[config.mk]
export PLATFORM = sky130hd
export DESIGN_NAME = status_flags
export DESIGN_NICKNAME = d
export VERILOG_FILES = /design/src/rtl/sf_pkg.sv /design/src/rtl/sf_flag_eval.sv /design/src/rtl/sf_arith_reg.sv /design/src/rtl/sf_pwr_fsm.sv /design/src/rtl/status_flags.sv
export SDC_FILE = /design/constraint.sdc
export NUM_CORES = 1
export LEC_CHECK = 0
export BUFFER_PORTS_ARGS = -buffer_cell sky130_fd_sc_hd__buf_2
export CORE_MARGIN = 1
export CORE_UTILIZATION = 36
export CTS_CLUSTER_SIZE = 16
export DETAILED_ROUTE_END_ITERATION = 10
export GPL_ROUTABILITY_DRIVEN = 0
export GPL_TIMING_DRIVEN = 0
export RECOVER_POWER = 25
export SLEW_MARGIN = 20
export SYNTH_ARGS = -nofsm -noshare
export SYNTH_HDL_FRONTEND = slang
export SYNTH_SLANG_ARGS = --single-unit
export TNS_END_PERCENT = 5
[constraint.sdc]
create_clock -name clk -period 2.8 [get_ports clk]
set_input_delay 0.28 -clock clk [delete_from_list [all_inputs] [get_ports clk]]
set_output_delay 0.28 -clock clk [all_outputs]
set_load 0.02 [all_outputs]
[src/rtl/sf_pkg.sv]
package sf_pkg;

    localparam int FLAG_C        = 0;
    localparam int FLAG_AC       = 1;
    localparam int FLAG_Z        = 2;
    localparam int FLAG_OV       = 3;
    localparam int NUM_ALU_FLAGS = 4;
    localparam int STAT_W        = 8;

    typedef enum logic [3:0] {
        OP_NONE = 4'd0,
        OP_ADD  = 4'd1,
        OP_ADC  = 4'd2,
        OP_SUB  = 4'd3,
        OP_SBC  = 4'd4,
        OP_AND  = 4'd5,
        OP_OR   = 4'd6,
        OP_XOR  = 4'd7,
        OP_RLC  = 4'd8,
        OP_RRC  = 4'd9
    } alu_op_e;

    // bit 0 of the state is the power-down flag, bit 1 the time-out flag
    typedef enum logic [1:0] {
        PW_RUN      = 2'b00,
        PW_HALT     = 2'b01,
        PW_WDT_RUN  = 2'b10,
        PW_WDT_HALT = 2'b11
    } pwr_state_e;

endpackage

[src/rtl/sf_flag_eval.sv]
module sf_flag_eval
    import sf_pkg::*;
#(
    parameter int DATA_W = 8,
    parameter int AUX_W  = 4
) (
    input  logic [3:0]               op,
    input  logic [DATA_W-1:0]        a,
    input  logic [DATA_W-1:0]        b,
    input  logic                     cur_c,
    output logic [NUM_ALU_FLAGS-1:0] upd,
    output logic [NUM_ALU_FLAGS-1:0] nxt
);

    localparam int BODY_W = DATA_W - 1;

    logic              is_arith, is_sub, use_c, is_logic, is_rlc, is_rrc;
    logic [DATA_W-1:0] b_eff;
    logic              cin;
    logic [DATA_W:0]   sum_full;
    logic [AUX_W:0]    sum_low;
    logic [BODY_W:0]   sum_body;
    logic [DATA_W-1:0] logic_res;
    logic [DATA_W-1:0] result;

    // decode of the operation class
    always_comb begin
        is_arith = 1'b0;
        is_sub   = 1'b0;
        use_c    = 1'b0;
        is_logic = 1'b0;
        is_rlc   = 1'b0;
        is_rrc   = 1'b0;
        logic_res = '0;
        unique case (alu_op_e'(op))
            OP_ADD: is_arith = 1'b1;
            OP_ADC: begin is_arith = 1'b1; use_c = 1'b1; end
            OP_SUB: begin is_arith = 1'b1; is_sub = 1'b1; end
            OP_SBC: begin is_arith = 1'b1; is_sub = 1'b1; use_c = 1'b1; end
            OP_AND: begin is_logic = 1'b1; logic_res = a & b; end
            OP_OR:  begin is_logic = 1'b1; logic_res = a | b; end
            OP_XOR: begin is_logic = 1'b1; logic_res = a ^ b; end
            OP_RLC: is_rlc = 1'b1;
            OP_RRC: is_rrc = 1'b1;
            default: ;
        endcase
    end

    // subtraction is done as addition of the complement, so the
    // carry out is the inverse of the borrow
    always_comb begin
        b_eff    = is_sub ? ~b : b;
        cin      = use_c ? cur_c : is_sub;
        sum_full = {1'b0, a} + {1'b0, b_eff} + {{DATA_W{1'b0}}, cin};
        sum_low  = {1'b0, a[AUX_W-1:0]} + {1'b0, b_eff[AUX_W-1:0]}
                 + {{AUX_W{1'b0}}, cin};
        sum_body = {1'b0, a[BODY_W-1:0]} + {1'b0, b_eff[BODY_W-1:0]}
                 + {{BODY_W{1'b0}}, cin};
        result   = is_logic ? logic_res : sum_full[DATA_W-1:0];
    end

    always_comb begin
        upd = '0;
        nxt = '0;
        if (is_arith) begin
            upd          = '1;
            nxt[FLAG_C]  = sum_full[DATA_W];
            nxt[FLAG_AC] = sum_low[AUX_W];
            nxt[FLAG_OV] = sum_body[BODY_W] ^ sum_full[DATA_W];
            nxt[FLAG_Z]  = (result == '0);
        end else if (is_logic) begin
            upd[FLAG_Z] = 1'b1;
            nxt[FLAG_Z] = (result == '0);
        end else if (is_rlc) begin
            upd[FLAG_C] = 1'b1;
            nxt[FLAG_C] = a[DATA_W-1];
        end else if (is_rrc) begin
            upd[FLAG_C] = 1'b1;
            nxt[FLAG_C] = a[0];
        end
    end

endmodule

[src/rtl/sf_arith_reg.sv]
module sf_arith_reg
    import sf_pkg::*;
(
    input  logic                     clk,
    input  logic                     rst_n,
    input  logic                     wr_en,
    input  logic [NUM_ALU_FLAGS-1:0] wr_data,
    input  logic [NUM_ALU_FLAGS-1:0] upd,
    input  logic [NUM_ALU_FLAGS-1:0] nxt,
    output logic [NUM_ALU_FLAGS-1:0] q
);

    genvar gi;
    generate
        for (gi = 0; gi < NUM_ALU_FLAGS; gi++) begin : g_flag
            always_ff @(posedge clk or negedge rst_n) begin
                if (!rst_n) begin
                    q[gi] <= 1'b0;
                end else if (wr_en) begin
                    q[gi] <= wr_data[gi];
                end else if (upd[gi]) begin
                    q[gi] <= nxt[gi];
                end
            end
        end
    endgenerate

endmodule

[src/rtl/sf_pwr_fsm.sv]
module sf_pwr_fsm
    import sf_pkg::*;
(
    input  logic clk,
    input  logic rst_n,
    input  logic pwr_up,
    input  logic wdt_clr,
    input  logic halt_cmd,
    input  logic wdt_tmo,
    output logic pdf,
    output logic tmo_flag
);

    pwr_state_e state, base, state_nxt;

    // state register
    always_ff @(posedge clk or negedge rst_n) begin
        if (!rst_n) begin
            state <= PW_RUN;
        end else begin
            state <= state_nxt;
        end
    end

    // first the instruction effect, then a time-out on top
    always_comb begin
        base = state;
        if (halt_cmd) begin
            base = PW_HALT;
        end else if (wdt_clr) begin
            base = PW_RUN;
        end
        state_nxt = base;
        if (pwr_up) begin
            state_nxt = PW_RUN;
        end else if (wdt_tmo) begin
            unique case (base)
                PW_RUN:      state_nxt = PW_WDT_RUN;
                PW_HALT:     state_nxt = PW_WDT_HALT;
                PW_WDT_RUN:  state_nxt = PW_WDT_RUN;
                PW_WDT_HALT: state_nxt = PW_WDT_HALT;
                default:     state_nxt = PW_RUN;
            endcase
        end
    end

    // outputs
    always_comb begin
        pdf      = 1'b0;
        tmo_flag = 1'b0;
        unique case (state)
            PW_RUN:      ;
            PW_HALT:     pdf = 1'b1;
            PW_WDT_RUN:  tmo_flag = 1'b1;
            PW_WDT_HALT: begin pdf = 1'b1; tmo_flag = 1'b1; end
            default:     ;
        endcase
    end

endmodule

[src/rtl/status_flags.sv]
module status_flags
    import sf_pkg::*;
#(
    parameter int DATA_W = 8,
    parameter int AUX_W  = 4
) (
    input  logic                     clk,
    input  logic                     rst_n,
    input  logic [3:0]               alu_op,
    input  logic [DATA_W-1:0]        alu_a,
    input  logic [DATA_W-1:0]        alu_b,
    input  logic                     wr_en,
    input  logic [NUM_ALU_FLAGS-1:0] wr_data,
    input  logic                     pwr_up,
    input  logic                     wdt_clr,
    input  logic                     halt_cmd,
    input  logic                     wdt_tmo,
    output logic [STAT_W-1:0]        status
);

    localparam int PAD_W = STAT_W - NUM_ALU_FLAGS - 2;

    logic [NUM_ALU_FLAGS-1:0] flag_q, flag_upd, flag_nxt;
    logic                     pdf, tmo_flag;

    sf_flag_eval #(.DATA_W(DATA_W), .AUX_W(AUX_W)) i_eval (
        .op    (alu_op),
        .a     (alu_a),
        .b     (alu_b),
        .cur_c (flag_q[FLAG_C]),
        .upd   (flag_upd),
        .nxt   (flag_nxt)
    );

    sf_arith_reg i_areg (
        .clk     (clk),
        .rst_n   (rst_n),
        .wr_en   (wr_en),
        .wr_data (wr_data),
        .upd     (flag_upd),
        .nxt     (flag_nxt),
        .q       (flag_q)
    );

    sf_pwr_fsm i_pwr (
        .clk      (clk),
        .rst_n    (rst_n),
        .pwr_up   (pwr_up),
        .wdt_clr  (wdt_clr),
        .halt_cmd (halt_cmd),
        .wdt_tmo  (wdt_tmo),
        .pdf      (pdf),
        .tmo_flag (tmo_flag)
    );

    assign status = {{PAD_W{1'b0}}, tmo_flag, pdf, flag_q};

endmodule

==> out/qor.txt <==
status = complete, but fails checks
failing checks = setup timing
CTS Sinks = 6
global-route usage over all layers = 0.1644
Core Rows = 20
Num CTS Buffers = 3
startpoint types = input pin
root buf cell = clkbuf_4
terminus of the critical flop-to-flop path = i_areg.q[3]$_DFFE_PN0P_
WHS = 0.2034 ns
RSZ-0062 raised after global routing = yes
endpoints failing hold = 0
IO Count = 39
power per cell area = 288.1 nW/um^2
synth warn = 0
final antenna-violating net count = 0
port buffer count = 31
Core ar. = 3103 um^2
initial antenna violation count = 0
routing usage on met3 = 0.01732
Yosys cell types = 38
worst reg2reg path depth = 10
ys async rst share = 1.000
crit path from = alu_op[1]
Gate Count Post-Synth = 151
CP endpoint kind = register
Hold Path Class = in -> reg
final critical-path share of the clock period = 1.006
vias per inst = 4.885
Final Skew = 0.002737 ns
routed via count = 1148
dpl cell area = 1471 um^2
Simple-Gate Fraction of Synth Area = 0.1811
Setup TNS = -0.01621 ns
critical hold path startpoint = pwr_up
cell count of the worst hold path = 2
CTS clk-pin slew, worst paths = 0.04 ns
register-to-register setup slack = 0.08 ns
Routed wire per std cell = 11.50 um
WHS Endpoint = i_pwr.state[0]$_DFF_PN0_
setup slack after layout = -0.01621 ns
Starting Density = 0.3875
Synth Register Bits = 6
complex-gate fraction of the synthesized area = 0.1915
Clock Latency Late Sink = 0.24 ns
Setup-failing EPs final = 1
vias in the first global route = 1084
Layout Area Growth over Synthesis = 34.44%
Longest Clk Path Bufs = 2
crit path DAT = 2.97 ns
worst-path fanout max = 8
Post-route DRC = 0
die height = 59.79 um
largest family of logic cells by synthesized area = adder cells
Synth Flop Type = dfrtp_1
Post-synth EDFFs = 0
kind of critical path = in -> reg
Crit path required time = 2.95 ns
post-route minimum period = 2.816 ns
Peak Freq = 355.1 MHz
TritonRoute pass-1 iters = 3
net count reported at finish = 250
diode count = 0
grt ovf = 0
CTS tree = done
Max Slew Vio Count = 0
Die Wd = 59.79 um
sequential share of the synthesized area = 0.1249
xor/xnor cell area share of the yosys netlist = 0.1020
GRT Max-Usage Layer = met2
first-pass GRT wire length = 4436 um
htree depth = 1
met2 Track Usage GR = 0.2889
reg2reg start = i_areg.q[0]$_DFFE_PN0P_
largest net degree at the start of global routing = 11
dpl hpwl = 2335 um
Die ar. = 3575 um^2
Synth Area in Adders = 0.2830
post-synthesis mux area share = 0.008325
max_cap viols = 0
Avg Inst Size Synth = 7.963 um^2
final instance area = 1617 um^2
maximum VDD drop = 0.08951 mV
Leak = 0.0007908 uW
grt met1 use = 0.2032
routed wire length = 2702 um
layout cells sized above 1 = 0.3194
Syn Std Cell Area = 1202 um^2
initial DRC count = 17
## placed cells by master (no fill, tap or decap), types with 3 or more instances in the layout
master	n
xnor2_1	7
ha_1	24
buf_4	8
inv_1	17
dfrtp_1	6
o21ai_0	4
clkbuf_4	4
a21oi_1	12
nor3_1	3
nor4_1	5
buf_2	30
nor2_1	9
o21a_1	3
xor2_1	4
clkbuf_1	5
nand2_1	5
## Yosys cell counts (all sizes together), types with 2 or more instances
cell type	number	share of area
nor3b	2	0.012
a21oi	13	0.054
nand4	2	0.010
nor2	12	0.037
a31oi	2	0.010
nand2	5	0.016
nor2b	2	0.010
o21a	3	0.019
or4	2	0.012
o21ai	6	0.025
clkbuf	7	0.022
a211o	2	0.015
fa	2	0.033
ha	24	0.25
dfrtp	6	0.12
nor4	5	0.026
xnor2	10	0.073
inv	17	0.053
xor2	4	0.029
buf	5	0.031
nor4b	2	0.015
nor3	3	0.012
## worst max-delay path, cell delays in order
cell and delay (ns):
clkbuf_16 0.14, nor2b_4 0.13, a22oi_2 0.16, nor2_4 0.08, buf_4 0.16, buf_12 0.12
xnor2_2 0.13, ha_1 0.27, and3_4 0.18, o41a_1 0.38, or4_1 0.42, o311ai_2 0.12
xnor2_1 0.13, o32ai_2 0.25
## layer usage
layer,part of all wire,vias up
met2,0.49,29
li1,-,600
met3,0.040,2
met4,0.0078,0
met1,0.46,517
met5,0,-
## layout make-up
type	count	area, um^2
fill	310	1486
multi-input combinational	117	1020
timing repair buffer	36	206.4
sequential	6	150.1
buffer	12	98.84
inverter	17	63.81
tap	44	55.05
clock buffer	3	22.52
## cell families after synthesis
family | count (synthesis)
AO/OA/AOI/OAI | 34
XOR/XNOR | 14
adder cells (fa/ha/maj) | 26
buffers and inverters | 29
flip-flops | 6
multiplexers | 1
other | 1
AND/OR/NAND/NOR | 40
## report_power, final
| group | internal (uW) | switching, uW | leakage, uW |
|---|---|---|---|
| combinational | 136 | 150 | 0.000703 |
| clock | 48.4 | 29.7 | 0.0000138 |
| sequential | 95.9 | 5.33 | 0.0000737 |
| total | 280 | 185 | 0.000791 |
## registers in the layout, indices dropped and copies added (netlist names)
name	cells
i_areg.q	4
i_pwr.state	2
## how the worst max path moves through the flow
stage                         endpoint
5_1_grt        i_areg.q[3]$_DFFE_PN0P_
4_1_cts        i_areg.q[3]$_DFFE_PN0P_
2_1_floorplan  i_areg.q[3]$_DFFE_PN0P_
3_5_place_dp   i_areg.q[3]$_DFFE_PN0P_
6_report       i_areg.q[2]$_DFFE_PN0P_
3_3_place_gp   i_areg.q[0]$_DFFE_PN0P_
## per-stage QoR
step | setup WS [ns] | total power, uW | instances | util
CTS | 0.003514 | 459.8 | 234 | 0.5069
floorplan | -0.2263 | 295.2 | 152 | -
detailed placement | -0.4387 | 366.2 | 227 | 0.4742
finish | -0.01621 | 465.7 | 235 | 0.5210
global placement | -0.4076 | 358.8 | 227 | 0.4742
global route | -0.1093 | 505.8 | 235 | 0.5210
## repair_timing
item,CTS,global route
buffers inserted,3,1
hold buffers,1,0
resized for setup,5,6
endpoints found under the setup margin,3,3
pin swaps,1,2
hold endpoints to repair,6,0
No activity file was read; power rests on OpenSTA's default activity.
